===== src/rtl/ps_pkg.sv =====
package ps_pkg;

  localparam int TS_W = 32;

  typedef enum logic [1:0] {
    ST_SEARCH = 2'd0,
    ST_WAIT   = 2'd1,
    ST_TRACK  = 2'd2,
    ST_DEBUG  = 2'd3
  } sync_state_e;

  // Open time of the next window: one period after the hit, less the guard.
  // If that is not at least two strobes past the window end, skip one period.
  function automatic logic [TS_W-1:0] sched_open(
    input logic [TS_W-1:0] hit_ts,
    input logic [TS_W-1:0] end_ts,
    input logic [TS_W-1:0] period,
    input logic [TS_W-1:0] guard
  );
    logic [TS_W-1:0] open_t;
    logic [TS_W-1:0] gap;
    open_t = hit_ts + period - guard;
    gap    = open_t - end_ts - TS_W'(1);
    if ($signed(gap) <= 0) open_t = open_t + period;
    return open_t;
  endfunction

endpackage


===== src/rtl/ps_ts_counter.sv =====
module ps_ts_counter #(
  parameter int TS_W = 32
) (
  input  logic            clk,
  input  logic            rst_n,
  input  logic            stb,
  output logic [TS_W-1:0] ts_o
);

  always_ff @(posedge clk) begin
    if (!rst_n)   ts_o <= '0;
    else if (stb) ts_o <= ts_o + TS_W'(1);
  end

  a_r1_ts_advance: assert property (@(posedge clk) disable iff (!rst_n)
    stb |=> (ts_o == $past(ts_o) + TS_W'(1)));

  a_r1_ts_hold: assert property (@(posedge clk) disable iff (!rst_n)
    !stb |=> $stable(ts_o));

endmodule


===== src/rtl/ps_win_counter.sv =====
module ps_win_counter #(
  parameter int WIN_W = 24
) (
  input  logic             clk,
  input  logic             rst_n,
  input  logic             stb,
  input  logic             en,
  input  logic             clr,
  input  logic [WIN_W-1:0] len,
  output logic             last_o
);

  logic [WIN_W-1:0] cnt_q;
  logic             at_end;

  assign at_end = (cnt_q == len - WIN_W'(1));
  assign last_o = stb && en && !clr && at_end;

  always_ff @(posedge clk) begin
    if (!rst_n)             cnt_q <= '0;
    else if (clr)           cnt_q <= '0;
    else if (stb && en) begin
      if (at_end)           cnt_q <= '0;
      else                  cnt_q <= cnt_q + WIN_W'(1);
    end
  end

  // The count never runs past the window that is selected.
  a_r5_cnt_bounded: assert property (@(posedge clk) disable iff (!rst_n)
    en |-> (cnt_q < len));

endmodule


===== src/rtl/ps_first_hit.sv =====
module ps_first_hit #(
  parameter int MAG_W = 14,
  parameter int TS_W  = 32
) (
  input  logic             clk,
  input  logic             rst_n,
  input  logic             stb,
  input  logic             en,
  input  logic             abort,
  input  logic             clr,
  input  logic [MAG_W-1:0] mag,
  input  logic [MAG_W-1:0] thresh,
  input  logic [TS_W-1:0]  ts,
  output logic             found_now_o,
  output logic [TS_W-1:0]  hit_ts_now_o,
  output logic             vld_o,
  output logic [TS_W-1:0]  ts_o
);

  logic found_q;
  logic hit;

  assign hit          = stb && en && !abort && !found_q && (mag >= thresh);
  assign found_now_o  = found_q || hit;
  assign hit_ts_now_o = hit ? ts : ts_o;

  always_ff @(posedge clk) begin
    if (!rst_n) begin
      found_q <= 1'b0;
      vld_o   <= 1'b0;
      ts_o    <= '0;
    end else begin
      vld_o <= hit;
      if (hit) ts_o <= ts;
      if (abort || clr) found_q <= 1'b0;
      else if (hit)     found_q <= 1'b1;
    end
  end

  // Once a window holds a crossing, no further report comes from it.
  a_r3_one_per_window: assert property (@(posedge clk) disable iff (!rst_n)
    (found_q && !clr && !abort) |=> !vld_o);

  a_r3_ts_latched: assert property (@(posedge clk) disable iff (!rst_n)
    vld_o |-> (ts_o == $past(ts)));

endmodule


===== src/rtl/ping_sync_sched.sv =====
module ping_sync_sched #(
  parameter int MAG_W      = 14,
  parameter int SEARCH_LEN = 11000000,
  parameter int TRACK_LEN  = 1250000,
  parameter int DEBUG_LEN  = 10500000,
  parameter int PERIOD     = 10000000,
  parameter int GUARD      = 250000
) (
  input  logic             clk,
  input  logic             rst_n,
  input  logic             smp_stb,
  input  logic [MAG_W-1:0] smp_mag,
  input  logic [MAG_W-1:0] thresh,
  input  logic             debug_en,
  output logic             cap_en,
  output logic             locked,
  output logic             ping_vld,
  output logic [31:0]      ping_ts,
  output logic             dump_pulse
);

  import ps_pkg::*;

  localparam int LEN_A   = (SEARCH_LEN > DEBUG_LEN) ? SEARCH_LEN : DEBUG_LEN;
  localparam int MAX_LEN = (LEN_A > TRACK_LEN) ? LEN_A : TRACK_LEN;
  localparam int WIN_W   = $clog2(MAX_LEN + 1);

  sync_state_e     state_q, state_d;
  logic [TS_W-1:0] open_q, open_d;
  logic [TS_W-1:0] ts_now;
  logic [TS_W-1:0] hit_ts_now;
  logic [WIN_W-1:0] win_len;
  logic            mode_sw;
  logic            in_debug;
  logic            capturing;
  logic            detecting;
  logic            win_clr;
  logic            win_last;
  logic            found_now;
  logic            open_hit;
  logic            dump_q;

  // Named internal events
  assign in_debug  = (state_q == ST_DEBUG);
  assign mode_sw   = debug_en != in_debug;
  assign capturing = (state_q != ST_WAIT);
  assign detecting = (state_q == ST_SEARCH) || (state_q == ST_TRACK);
  assign win_clr   = mode_sw || (state_q == ST_WAIT);
  assign open_hit  = smp_stb && (state_q == ST_WAIT) && (ts_now + TS_W'(1) == open_q);

  always_comb begin
    case (state_q)
      ST_TRACK: win_len = WIN_W'(TRACK_LEN);
      ST_DEBUG: win_len = WIN_W'(DEBUG_LEN);
      default:  win_len = WIN_W'(SEARCH_LEN);
    endcase
  end

  ps_ts_counter #(.TS_W(TS_W)) u_ts (
    .clk   (clk),
    .rst_n (rst_n),
    .stb   (smp_stb),
    .ts_o  (ts_now)
  );

  ps_win_counter #(.WIN_W(WIN_W)) u_win (
    .clk    (clk),
    .rst_n  (rst_n),
    .stb    (smp_stb),
    .en     (capturing),
    .clr    (win_clr),
    .len    (win_len),
    .last_o (win_last)
  );

  ps_first_hit #(.MAG_W(MAG_W), .TS_W(TS_W)) u_hit (
    .clk          (clk),
    .rst_n        (rst_n),
    .stb          (smp_stb),
    .en           (detecting),
    .abort        (win_clr),
    .clr          (win_last),
    .mag          (smp_mag),
    .thresh       (thresh),
    .ts           (ts_now),
    .found_now_o  (found_now),
    .hit_ts_now_o (hit_ts_now),
    .vld_o        (ping_vld),
    .ts_o         (ping_ts)
  );

  always_comb begin
    state_d = state_q;
    open_d  = open_q;
    if (mode_sw) begin
      state_d = debug_en ? ST_DEBUG : ST_SEARCH;
    end else begin
      case (state_q)
        ST_SEARCH, ST_TRACK: begin
          if (win_last) begin
            if (found_now) begin
              state_d = ST_WAIT;
              open_d  = sched_open(hit_ts_now, ts_now, TS_W'(PERIOD), TS_W'(GUARD));
            end else begin
              state_d = ST_SEARCH;
            end
          end
        end
        ST_WAIT:  if (open_hit) state_d = ST_TRACK;
        default:  state_d = ST_DEBUG;
      endcase
    end
  end

  always_ff @(posedge clk) begin
    if (!rst_n) begin
      state_q <= ST_SEARCH;
      open_q  <= '0;
      dump_q  <= 1'b0;
    end else begin
      state_q <= state_d;
      open_q  <= open_d;
      dump_q  <= in_debug && win_last;
    end
  end

  assign cap_en     = capturing;
  assign locked     = (state_q == ST_WAIT) || (state_q == ST_TRACK);
  assign dump_pulse = dump_q;

  a_r5_track_from_wait: assert property (@(posedge clk) disable iff (!rst_n)
    (state_q == ST_TRACK && $past(state_q) != ST_TRACK) |-> ($past(state_q) == ST_WAIT));

  a_r6_fallback_empty: assert property (@(posedge clk) disable iff (!rst_n)
    (state_q == ST_SEARCH && $past(state_q) == ST_TRACK) |-> $past(win_last && !found_now));

  a_r4_wait_silent: assert property (@(posedge clk) disable iff (!rst_n)
    (state_q == ST_WAIT && $past(state_q) == ST_WAIT) |-> !ping_vld);

  a_r7_debug_silent: assert property (@(posedge clk) disable iff (!rst_n)
    (state_q == ST_DEBUG && $past(state_q) == ST_DEBUG) |-> !ping_vld);

  a_r7_dump_from_debug: assert property (@(posedge clk) disable iff (!rst_n)
    dump_pulse |-> ($past(state_q) == ST_DEBUG));

  a_r8_debug_exit: assert property (@(posedge clk) disable iff (!rst_n)
    ($past(state_q) == ST_DEBUG && state_q != ST_DEBUG) |-> (state_q == ST_SEARCH));

endmodule


===== config.mk =====
export PLATFORM = sky130hd
export DESIGN_NAME = ping_sync_sched
export DESIGN_NICKNAME = d
export VERILOG_FILES = /design/src/rtl/ps_pkg.sv /design/src/rtl/ps_ts_counter.sv /design/src/rtl/ps_win_counter.sv /design/src/rtl/ps_first_hit.sv /design/src/rtl/ping_sync_sched.sv
export SDC_FILE = /design/constraint.sdc
export NUM_CORES = 1
export LEC_CHECK = 0
export ABC_AREA = 0
export BUFFER_PORTS_ARGS = -buffer_cell sky130_fd_sc_hd__buf_2
export CORE_UTILIZATION = 45
export DETAILED_ROUTE_END_ITERATION = 8
export PLACE_DENSITY = 0.64
export SYNTH_ARGS = -nofsm -noshare
export SYNTH_HDL_FRONTEND = slang
export SYNTH_SLANG_ARGS = --single-unit

===== constraint.sdc =====
create_clock -name clk -period 31.5 [get_ports clk]
set_clock_uncertainty 0.2 [all_clocks]
set_input_delay 9.45 -clock clk [delete_from_list [all_inputs] [get_ports clk]]
set_output_delay 9.45 -clock clk [all_outputs]
set_load 0.05 [all_outputs]

# After elaboration in Yosys (flattened, before gate mapping)
# Index checks and enable logic that the tools add are counted.
# word_totals
register_bits,125
inputBits,32
out_inout_bits,36
elab_cells,62
# op_classes
n_addsub,8
order_cmp,2
eq_ne,9
mux,10
bitwise_logic,2
reduce_logical,23
# ops
op,n
$add 32x24->32 const B,2
$mux 32,2
$pmux 24 s2,1
$add 32x1->32 const B,1
$eq 32x32->1,1
$le 32x1->1 const B,1
$sub 32x1->32 const B,1
$sub 32x18->32 const B,1
$sub 32x32->32,1
$add 24x1->24 const B,1
$eq 24x24->1,1
$mux 24,1
$sub 24x1->24 const B,1
$ge 14x14->1,1
$logic_and 1x1->1,10
$mux 2,4
$reduce_or 2->1,3
$logic_or 1x1->1,5
$eq 2x2->1 const B,2
$pmux 2 s2,1
$reduce_and 4->1,1
$ne 3x2->1 const B,1
$ne 3x3->1 const B,1
$eq 2x1->1 const B,1
other kinds (7),9

# Logic depth before layout (Yosys ltp)
# Gate-level depths: netlist of the first run.
# depth
depth_word,14
mapped_depth,41
mapped_depth_nobuf,33

# Hierarchy
# From an unflattened synthesis of the first run, not the netlist that was laid out.
# unflattened
hier_cells,1517
area_unflattened_um2,11820.1
# by_module_without_submodules
module,n_inst,cells_per_inst,area_per_inst_um2,seq_area_each_um2
ping_sync_sched,1,843,5894.4,700.7
ps_win_counter,1,268,2235.9,480.5
ps_first_hit,1,230,2127.0,680.7
ps_ts_counter,1,176,1562.7,640.6

# Worst setup path before layout of the first run
# No wires, ideal clock.
# synth_timing
kind,input to register
start,in thresh[7]
end,reg open_q[30]
arrival_time_ns,17.253
required_ns,31.159
slack_ns,13.905
path_stages,39
n_path_buf,9
cell_sequence,inv_1 ha_1 a21oi_1 o21ai_1 a2111o_1 buf_2 o21ai_2 buf_4 buf_2 buf_2 clkbuf_1 clkbuf_1 nor2_1 a21oi_1 ha_1 clkbuf_1 inv_1 o41ai_1 [3 not listed] a221oi_2 o21bai_1 xor2_1 ha_1 clkbuf_1 and3_1 and2_1 a221oi_1 o21ai_0 a21oi_1 mux2_2 nor4_1 a21boi_1 mux2i_4 buf_2 nand4_1 xor2_1 a21oi_1
# synth_between
elab_chain_cells,9
elab_cells_between_ends,12
classes_between,add/sub: 5; order compare: 2; mux: 2; reduce/logical: 3
# synth_lines
item,line_no,rtl
from (decl),ping_sync_sched.sv:13,"input logic [MAG_W-1:0] thresh,"
$ge 14x14->1 (*),ps_first_hit.sv:23,assign hit = stb && en && !abort && !found_q && (mag >= thresh);
$logic_and 1x1->1 (*),ps_first_hit.sv:23,
$mux 32,ps_first_hit.sv:25,assign hit_ts_now_o = hit ? ts : ts_o;
$add 32x24->32,ps_pkg.sv:22,open_t = hit_ts + period - guard;
$sub 32x18->32,ps_pkg.sv:22,
$sub 32x32->32,ps_pkg.sv:23,gap = open_t - end_ts - TS_W'(1);
$sub 32x1->32,ps_pkg.sv:23,
$le 32x1->1,ps_pkg.sv:24,if ($signed(gap) <= 0) open_t = open_t + period;
$mux 32,ps_pkg.sv:24,
to (signal assigned),ping_sync_sched.sv:122,open_q <= open_d;
to (decl),ping_sync_sched.sv:29,"logic [TS_W-1:0] open_q, open_d;"
# Mark *: on every way between the ends. The rest lies on a longest branch, timed or not.
# A chain may end at the register's enable or synchronous reset.

# Final worst setup path of the first run
# layout_timing
start,in smp_mag[7]
end,reg open_q[24]
# layout_between
elab_chain_cells,9
elab_cells_between_ends,12
classes_between,add/sub: 5; order compare: 2; mux: 2; reduce/logical: 3
# layout_lines
item,line_no,rtl
from (decl),ping_sync_sched.sv:12,"input logic [MAG_W-1:0] smp_mag,"
$ge 14x14->1 (*),ps_first_hit.sv:23,
$logic_and 1x1->1 (*),ps_first_hit.sv:23,
$mux 32,ps_first_hit.sv:25,
$add 32x24->32,ps_pkg.sv:22,
$sub 32x18->32,ps_pkg.sv:22,
$sub 32x32->32,ps_pkg.sv:23,
$sub 32x1->32,ps_pkg.sv:23,
$le 32x1->1,ps_pkg.sv:24,
$mux 32,ps_pkg.sv:24,
# Marks and branches as above.

==> run summary, run 1 <==
Worst R2R End: open_q[24]
clock root buffer: clkbuf_16
first-pass GRT wire length: 49,500 um
Synth area leader: dfxtp_1
vias in the first global route: 9,175
Iteration-0 DRC Markers: 882
Area Growth Syn to Fin: 10.4%
startpoint types: input pin
FF+latch count, synth: 125
fin util: 50.7%
post-synthesis cell type count: 94
PwrDens: 39.4 nW/um^2
ys async rst share: 0%
worst hold path type: flop to flop
PostCTS Resize Cnt: 0
Final Max Slew Viols: 0
Starting Density: 45.9%
run status: complete, no violations
top-count cell post-synth: nor2_1
post-synth top area share: 24.0%
clock slew at reported path FFs: 0.07 ns
final WL: 31,600 um
setup_tns: 0 ns
area of the core: 22,700 sq um
DP Area: 10,900 sq um
Mapped Cells: 1,410
worst-path maximum fanout: 67
Data arrival, critical path: 18.52 ns
initial antenna violation count: 0
fraction of layout cells with a size suffix above 1: 11.1%
number of flops mapped to enable cells by yosys: 0
Peak Freq: 54.3 MHz
peak supply drop: 0.0291 mV
leakage power: 0.00436 uW
area of the multi-input gates: 7380 sq um
RSZ-0062 raised after global routing: no
average cell area after synthesis: 7.40 sq um
CTS sink cnt: 125
Via-to-Cell Ratio: 5.98
WHS Path Cells: 2
dpl cells: 1,706
gr ovfl total: 0
# Post-CTS Setup Buffers: 0
Tmin final: 18.40 ns
filler instances: 2,211
ANT cells: 0
DR vias: 10,400
min-delay src: open_q[19]
die area: 23,800 sq um
critical path class: input pin to flop
Synth Flop Type: dfxtp_1
Final Cell Area: 11,500 sq um
post-cts hold buffer count: 0
DRC: 0
Worst setup EP type: flop
ANT nets after route: 0
period utilisation layout: 58.4%
PortBufs: 67
Fin. Hold Viols: 0
worst-margin pin slew: 1.19 ns
Storage cell area: 2500 sq um
Syn Nets: 1,497
Final #Nets: 1,527
H-tree Lvls: 4
CTS Buffer Depth: 2
top post-synthesis cells by area: dfxtp_1, xnor2_1, ha_1
Skew-Pair Late Insertion Delay: 0.42 ns
routed len/inst: 18.2 um
most frequent cells after synthesis: nor2_1, nand2_1, dfxtp_1
DRT Pass-1 Iters: 6
die span in x: 154 um
yosys warns: 0
relative slew slack: 20.2%
r2r setup slk: 21.95 ns
count of non-filler cells in the finished layout: 1,738
# setup viols final: 0
Hold Path Sink: open_q[19]
worst r2r src: state_q[1]
GP Congestion: 0.966
Post-Synthesis Cell Area: 10,400 sq um
r2r worst-path depth: 30
Die H: 154 um
total design power: 454 uW
slowest stage cell, crit path: mux2i_4
max-cap viol count: 0
Req. time, crit path: 31.61 ns
Ports: 68
largest net degree at the start of global routing: 76
Seq/Total Area, Yosys: 24.0%
# rows: 55
Tot GR Track Use: 26.4%
dpl hpwl: 24,100 um
Num CTS Buffers: 17
max incr delay on CP: 0.70 ns
TritonCTS clock tree: built
==> metrics by stage <==
stage          hold slack, ns  setup WS (ns)
2_1_floorplan           0.244          13.91
3_3_place_gp            0.253          13.05
3_5_place_dp            0.258          12.88
4_1_cts                 0.268          13.31
5_1_grt                 0.297          12.51
6_report                0.266          13.10
==> report_power, final <==
part | total (uW) | internal, uW | switching (uW)
Sequential | 163 | 160 | 2.91
Clock | 195 | 105 | 90.3
Combinational | 95.1 | 30.5 | 64.6
==> layer usage <==
metal | global-route usage, % | routed length (um) | vias up
met2 | 41.1 | 13800 | 440
met5 | 0 | 0 | -
met4 | 8.86 | 812 | 0
met1 | 37.4 | 14900 | 4802
met3 | 3.53 | 2020 | 53
li1 | - | - | 5094
==> worst max-delay path: cells and delay by family <==
kind                       cells  cell delay, ns
AOI/OAI and AO/OA             16            4.49
xor gates and xnor gates       1            0.39
adders and majority gates      3            1.12
buffers and inverters          3            0.79
muxes                          1            0.70
and+or+nand+nor                7            1.52
==> registers in the layout, indices dropped and copies added (netlist names) <==
name           flops
u_hit.found_q      1
state_q            2
open_q            32
u_hit.ts_o        32
u_win.cnt_q       24
dump_pulse         1
u_hit.vld_o        1
u_ts.ts_o         32
==> placed cells by master (no fill, tap or decap), types with 54 or more instances in the layout <==
| cell | instances |
|---|---|
| inv_1 | 75 |
| nand3_1 | 63 |
| nand2_1 | 135 |
| xnor2_1 | 89 |
| buf_2 | 67 |
| nor2_1 | 170 |
| o21ai_0 | 62 |
| ha_1 | 54 |
| a21oi_1 | 107 |
| dfxtp_1 | 125 |
==> worst max-delay path by stage <==
stage                          start         end  slack [ns]  depth (start not counted)
after floorplan            thresh[7]  open_q[30]       13.91                         39
after global placement    smp_mag[5]  open_q[24]       13.05                         31
after detailed placement  smp_mag[7]  open_q[24]       12.88                         31
after CTS                 smp_mag[7]  open_q[24]       13.31                         31
after global routing      smp_mag[7]  open_q[24]       12.51                         31
final                     smp_mag[7]  open_q[24]       13.10                         31
==> cells by family after synthesis <==
family,Yosys count,synth area share (%)
AOI/OAI and AO/OA,333,21.3
and+or+nand+nor,581,27.2
xor gates and xnor gates,138,11.8
muxes,35,3.60
buffers and inverters,143,5.47
adders and majority gates,55,6.67
DFF,125,24.0
==> final cells by class <==
cell class | instances | area share, %
multi-input cells | 1142 | 64.1
flip-flops and latches | 125 | 21.7
clock buffers | 17 | 3.70
repair buffers | 78 | 3.63
well taps | 285 | 3.10
inverters | 76 | 2.48
clock inverters | 15 | 1.26
No activity file was read; power rests on OpenSTA's default activity.
==> inputs of run 2 (changes only) <==
PLACE_DENSITY = 0.67   (was 0.64)
clock period = 15.05 ns   (was 31.5 ns; I/O delays follow)
==> run summary, run 2 (synthesis gave the netlist of run 1 again) <==
run status: complete, no violations
Peak Freq: 75.5 MHz
most frequent cells in the layout: nor2_1, nand2_1, dfxtp_1, a21oi_1, xnor2_1
Req. time, crit path: 15.16 ns (-16.45 ns)
max incr delay on CP: 0.69 ns (about the same)
leakage power: 0.00438 uW (+0.40%)
slowest stage cell, crit path: mux2i_4
dpl hpwl: 23,500 um (-2.3%)
Final Max Slew Viols: 0 (unchanged)
relative slew slack: 22.2% (+2.1 points)
DP Worst Slack: 1.57 ns (-11.31 ns)
switching share of power: 32.2% (-2.6 points)
# Post-CTS Setup Buffers: 0 (unchanged)
dpl cells: 1,703 (-0.18%)
vias in the first global route: 9,464 (+3.1%)
GR peak layer: met2
period utilisation layout: 88.0%
final WL: 30,800 um (-2.5%)
Worst setup EP type: flop
DRT Pass-1 Iters: 5 (-1)
Num CTS Buffers: 17 (unchanged)
worst-margin pin slew: 1.16 ns (-0.0306 ns)
sequential power share: 35.0% (-1.0 points)
largest net degree at the start of global routing: 76 (unchanged)
clock root buffer: clkbuf_16
Storage cell area: 2500 sq um (unchanged)
GP Congestion: 0.965 (about the same)
Area Growth Syn to Fin: 10.6%
DRC: 0 (unchanged)
ANT nets after route: 0 (unchanged)
Final #Nets: 1,524 (-0.20%)
worst hold path type: flop to flop
Skew-Pair Late Insertion Delay: 0.43 ns (about the same)
PwrDens: 84.8 nW/um^2 (+120%)
die area: 23,800 sq um (unchanged)
CTS Buffer Depth: 2 (unchanged)
critical path class: input pin to flop
setup_tns: 0 ns (unchanged)
CTS sink cnt: 125 (unchanged)
Die H: 154 um (unchanged)
TritonCTS clock tree: built
internal power: 663 uW (+120%)
Iteration-0 DRC Markers: 948 (+7.5%)
Net Sw Power: 315 uW (+100%)
Clock power frac: 45.3% (+2.2 points)
commonest non-fill, non-tap cell in the layout: nor2_1
met1 Usage GRT: 36.0% (-1.5 points)
Data arrival, critical path: 13.35 ns (-5.17 ns)
first-pass GRT wire length: 49,300 um (-0.44%)
Logic pwr share: 19.8% (-1.2 points)
PortBufs: 67 (unchanged)
die span in x: 154 um (unchanged)
M2 GR Usage: 41.1% (about the same)
ANT cells: 0 (unchanged)
M3 GR Usage: 3.84% (+0.31 points)
startpoint types: input pin
gr ovfl total: 0 (unchanged)
count of non-filler cells in the finished layout: 1,735 (-0.17%)
routed len/inst: 17.7 um (-2.3%)
initial antenna violation count: 0 (unchanged)
area of the core: 22,700 sq um (unchanged)
# rows: 55 (unchanged)
Fin. Hold Viols: 0 (unchanged)
fraction of layout cells with a size suffix above 1: 10.9% (-0.18 points)
peak supply drop: 0.0716 mV (+150%)
clock slew at reported path FFs: 0.06 ns (about the same)
Tmin final: 13.24 ns
filler instances: 2,189 (-1.0%)
Starting Density: 45.9% (unchanged)
RSZ-0062 raised after global routing: no
area of the multi-input gates: 7380 sq um (unchanged)
Via-to-Cell Ratio: 5.98 (about the same)
worst-path maximum fanout: 56 (-16%)
# setup viols final: 0 (unchanged)
Ports: 68 (unchanged)
PostCTS Resize Cnt: 0 (unchanged)
Tot GR Track Use: 26.2% (-0.20 points)
max-cap viol count: 0 (unchanged)
fin worst setup slack: 1.81 ns (-11.29 ns)
H-tree Lvls: 4 (unchanged)
DR vias: 10,400 (-0.14%)
Top Registers: open_q (32), u_hit.ts_o (32), u_ts.ts_o (32)
post-cts hold buffer count: 0 (unchanged)
run 2: changes by cell type in the layout (fill, tap and decap cells not counted), sizes merged:
cell      delta
buf          -3
bufinv       +3
clkinv       -1
clkinvlp     -2
run 2: worst max-delay path: cells and delay by family:
family / cells / cell delay, ns
xor gates and xnor gates: 1 / 0.41
buffers and inverters: 4 / 0.57
adders and majority gates: 3 / 1.10
AOI/OAI and AO/OA: 13 / 3.65
and+or+nand+nor: 8 / 2.03
muxes: 2 / 1.04
run 2: cell type report:
type	instances	share of cell area [%]
multi-input cells	1142	63.9
flip-flops and latches	125	21.7
clock buffers	17	3.69
repair buffers	75	3.43
well taps	285	3.09
inverters	76	2.47
clock inverters	15	1.69
run 2: worst paths after layout:
check                                start          to  slack [ns]  depth (start not counted)
worst max-delay path            thresh[13]  open_q[24]        1.81                         31
worst min-delay path            open_q[10]  open_q[10]        0.27                          2
worst min register to register  open_q[10]  open_q[10]        0.27                          2
worst max register to register  state_q[1]  open_q[24]        5.34                         29
run 2: per-layer routing:
metal | share of wire [%] | up-vias
met1 | 47 | 4835
met3 | 6.1 | 61
met2 | 44 | 399
met5 | 0 | -
li1 | - | 5079
met4 | 3.4 | 0
run 2: power by group through the flow:
stage / Combinational, uW / Clock, uW / Sequential, uW
floorplan: 147 / 0 / 349
global placement: 190 / 0 / 349
detailed placement: 193 / 0 / 349
CTS: 193 / 447 / 342
global route: 213 / 462 / 343
finish: 193 / 443 / 342
run 2: per-stage QoR:
| stage | utilization (%) | hold slack, ns | area [sq um] | total power, uW |
|---|---|---|---|---|
| after CTS | 50.8 | 0.271 | 11500 | 982 |
| after floorplan | - | 0.244 | 10400 | 496 |
| after global routing | 50.8 | 0.288 | 11500 | 1020 |
| after global placement | 48.1 | 0.254 | 10900 | 539 |
| final | 50.8 | 0.273 | 11500 | 978 |
| after detailed placement | 48.1 | 0.260 | 10900 | 542 |
==> inputs of run 3 (changes only) <==
CELL_PAD_IN_SITES_DETAIL_PLACEMENT = 1   (was unset)
CELL_PAD_IN_SITES_GLOBAL_PLACEMENT = 1   (was unset)
CORE_UTILIZATION = 42   (was 45)
PLACE_DENSITY = 0.81   (was 0.67)
==> run summary, run 3 (synthesis gave the netlist of run 1 again) <==
run status: complete, no violations
commonest non-fill, non-tap cell in the layout: nor2_1
die span in x: 160 um (+3.5%)
worst-path maximum fanout: 28 (-50%)
startpoint types: input pin
GP Congestion: 0.904 (-6.4%)
worst r2r src: state_q[1]
TritonCTS clock tree: built
Crit path top cell by count: a21oi_1
r2r worst-path depth: 28 (-3.4%)
internal power: 636 uW (-4.1%)
Data arrival, critical path: 13.65 ns (+0.30 ns)
CTS sink cnt: 125 (unchanged)
Ports: 68 (unchanged)
hold_ws: 0.266 ns (-0.00720 ns)
final WL: 36,800 um (+20%)
Peak Freq: 73.9 MHz (-2.1%)
Num CTS Buffers: 17 (unchanged)
Hold Path Sink: open_q[1]
r2r setup slk: 5.38 ns (+0.04 ns)
clock slew at reported path FFs: 0.07 ns (about the same)
gr ovfl total: 0 (unchanged)
Worst setup EP type: flop
Net Sw Power: 334 uW (+6.2%)
Req. time, crit path: 15.17 ns (about the same)
post-cts hold buffer count: 0 (unchanged)
Top Registers: open_q (32), u_hit.ts_o (32), u_ts.ts_o (32)
most frequent cells in the layout: nor2_1, nand2_1, dfxtp_1, a21oi_1, xnor2_1
# setup viols final: 0 (unchanged)
Worst R2R End: open_q[22]
worst-margin pin slew: 1.25 ns (+0.0860 ns)
Final #Nets: 1,525 (+0.066%)
PortBufs: 67 (unchanged)
# Post-CTS Setup Buffers: 0 (unchanged)
ANT nets after route: 0 (unchanged)
DRT Pass-1 Iters: 5 (unchanged)
WHS Path Cells: 2 (unchanged)
vias in the first global route: 10,900 (+15%)
relative slew slack: 16.4% (-5.8 points)
clock root buffer: clkbuf_16
routed len/inst: 20.7 um (+17%)
Starting Density: 42.9% (-3.0 points)
die area: 25,500 sq um (+7.1%)
fraction of layout cells with a size suffix above 1: 11.0% (+0.061 points)
DRC: 0 (unchanged)
leakage power: 0.00437 uW (-0.24%)
Via-to-Cell Ratio: 6.10 (+2.0%)
dpl hpwl: 27,700 um (+18%)
largest net degree at the start of global routing: 75 (-1.3%)
Skew-Pair Late Insertion Delay: 0.44 ns (about the same)
Iteration-0 DRC Markers: 761 (-20%)
Clock power frac: 44.0% (-1.3 points)
initial antenna violation count: 0 (unchanged)
max-cap viol count: 0 (unchanged)
RSZ-0062 raised after global routing: no
min-delay src: open_q[1]
ANT cells: 0 (unchanged)
critical path class: input pin to flop
area of the core: 24,300 sq um (+7.1%)
Tot GR Track Use: 29.2% (+3.0 points)
Logic pwr share: 20.8% (+1.0 points)
setup_tns: 0 ns (unchanged)
switching share of power: 34.5% (+2.3 points)
Area Growth Syn to Fin: 10.9%
# rows: 57 (+3.6%)
Final Max Slew Viols: 0 (unchanged)
worst hold path type: flop to flop
sequential power share: 35.2% (+0.2 points)
CTS Buffer Depth: 2 (unchanged)
H-tree Lvls: 4 (unchanged)
slowest stage cell, crit path: o41ai_1
first-pass GRT wire length: 59,000 um (+20%)
PostCTS Resize Cnt: 0 (unchanged)
Die H: 160 um (+3.5%)
peak supply drop: 0.0595 mV (-17%)
Tmin final: 13.53 ns (+0.285 ns)
Fin. Hold Viols: 0 (unchanged)
DR vias: 10,800 (+4.4%)
period utilisation layout: 89.9% (+1.9 points)
PwrDens: 83.9 nW/um^2 (-0.99%)
max incr delay on CP: 0.70 ns (about the same)
[run 3: cell types whose count changed in the layout (fill, tap and decap cells not counted), sizes merged]
cell and delta:
inv -1, bufinv -2, clkinv +2, clkbuf +1, buf +1
[run 3: layout make-up]
cell class	count	area, sq um
inverters	76	285
fillers	3084	12800
clock inverters	14	151
multi-input cells	1142	7380
flip-flops and latches	125	2500
repair buffers	76	403
clock buffers	18	439
well taps	324	405
[run 3: metal layers]
layer	up-vias	wire length [um]	GRT usage, %
met5	-	0	0
met4	0	1030	10.5
met3	64	2320	5.26
met2	362	16400	45.9
met1	5328	17100	39.7
li1	5074	-	-
[run 3: how the worst max path moves through the flow]
| stage | slack, ns | to | startpoint | depth (start not counted) |
|---|---|---|---|---|
| 2_1_floorplan | 2.39 | open_q[30] | thresh[7] | 39 |
| 3_3_place_gp | 1.87 | open_q[24] | smp_mag[5] | 30 |
| 3_5_place_dp | 1.45 | open_q[22] | smp_mag[5] | 30 |
| 4_1_cts | 1.61 | open_q[22] | smp_mag[7] | 30 |
| 5_1_grt | 0.85 | open_q[22] | smp_mag[7] | 30 |
| 6_report | 1.52 | open_q[22] | smp_mag[7] | 30 |
[run 3: critical path, delay by kind of cell]
kind / cells / cell delay [ns]
AND/OR/NAND/NOR: 5 / 1.32
multiplexers: 2 / 1.04
adder cells (fa/ha/maj): 3 / 1.22
buffers and inverters: 2 / 0.18
XOR/XNOR: 2 / 0.63
AO/OA/AOI/OAI: 16 / 4.71
[run 3: power by group through the flow]
stage	Clock, uW	Sequential, uW	Combinational, uW
2_1_floorplan	0	349	147
3_3_place_gp	0	349	192
3_5_place_dp	0	350	199
4_1_cts	429	342	200
5_1_grt	441	343	219
6_report	427	342	202
[run 3: through the flow]
stage,area [sq um],total power (uW),utilization [%],worst slack (ns),std cells
after floorplan,10400,496,-,2.39,1410
after global placement,11000,541,45.1,1.87,1743
after detailed placement,11000,548,45.1,1.45,1743
after CTS,11600,972,47.6,1.61,1775
after global routing,11600,1000,47.6,0.854,1775
final,11600,971,47.6,1.52,1775
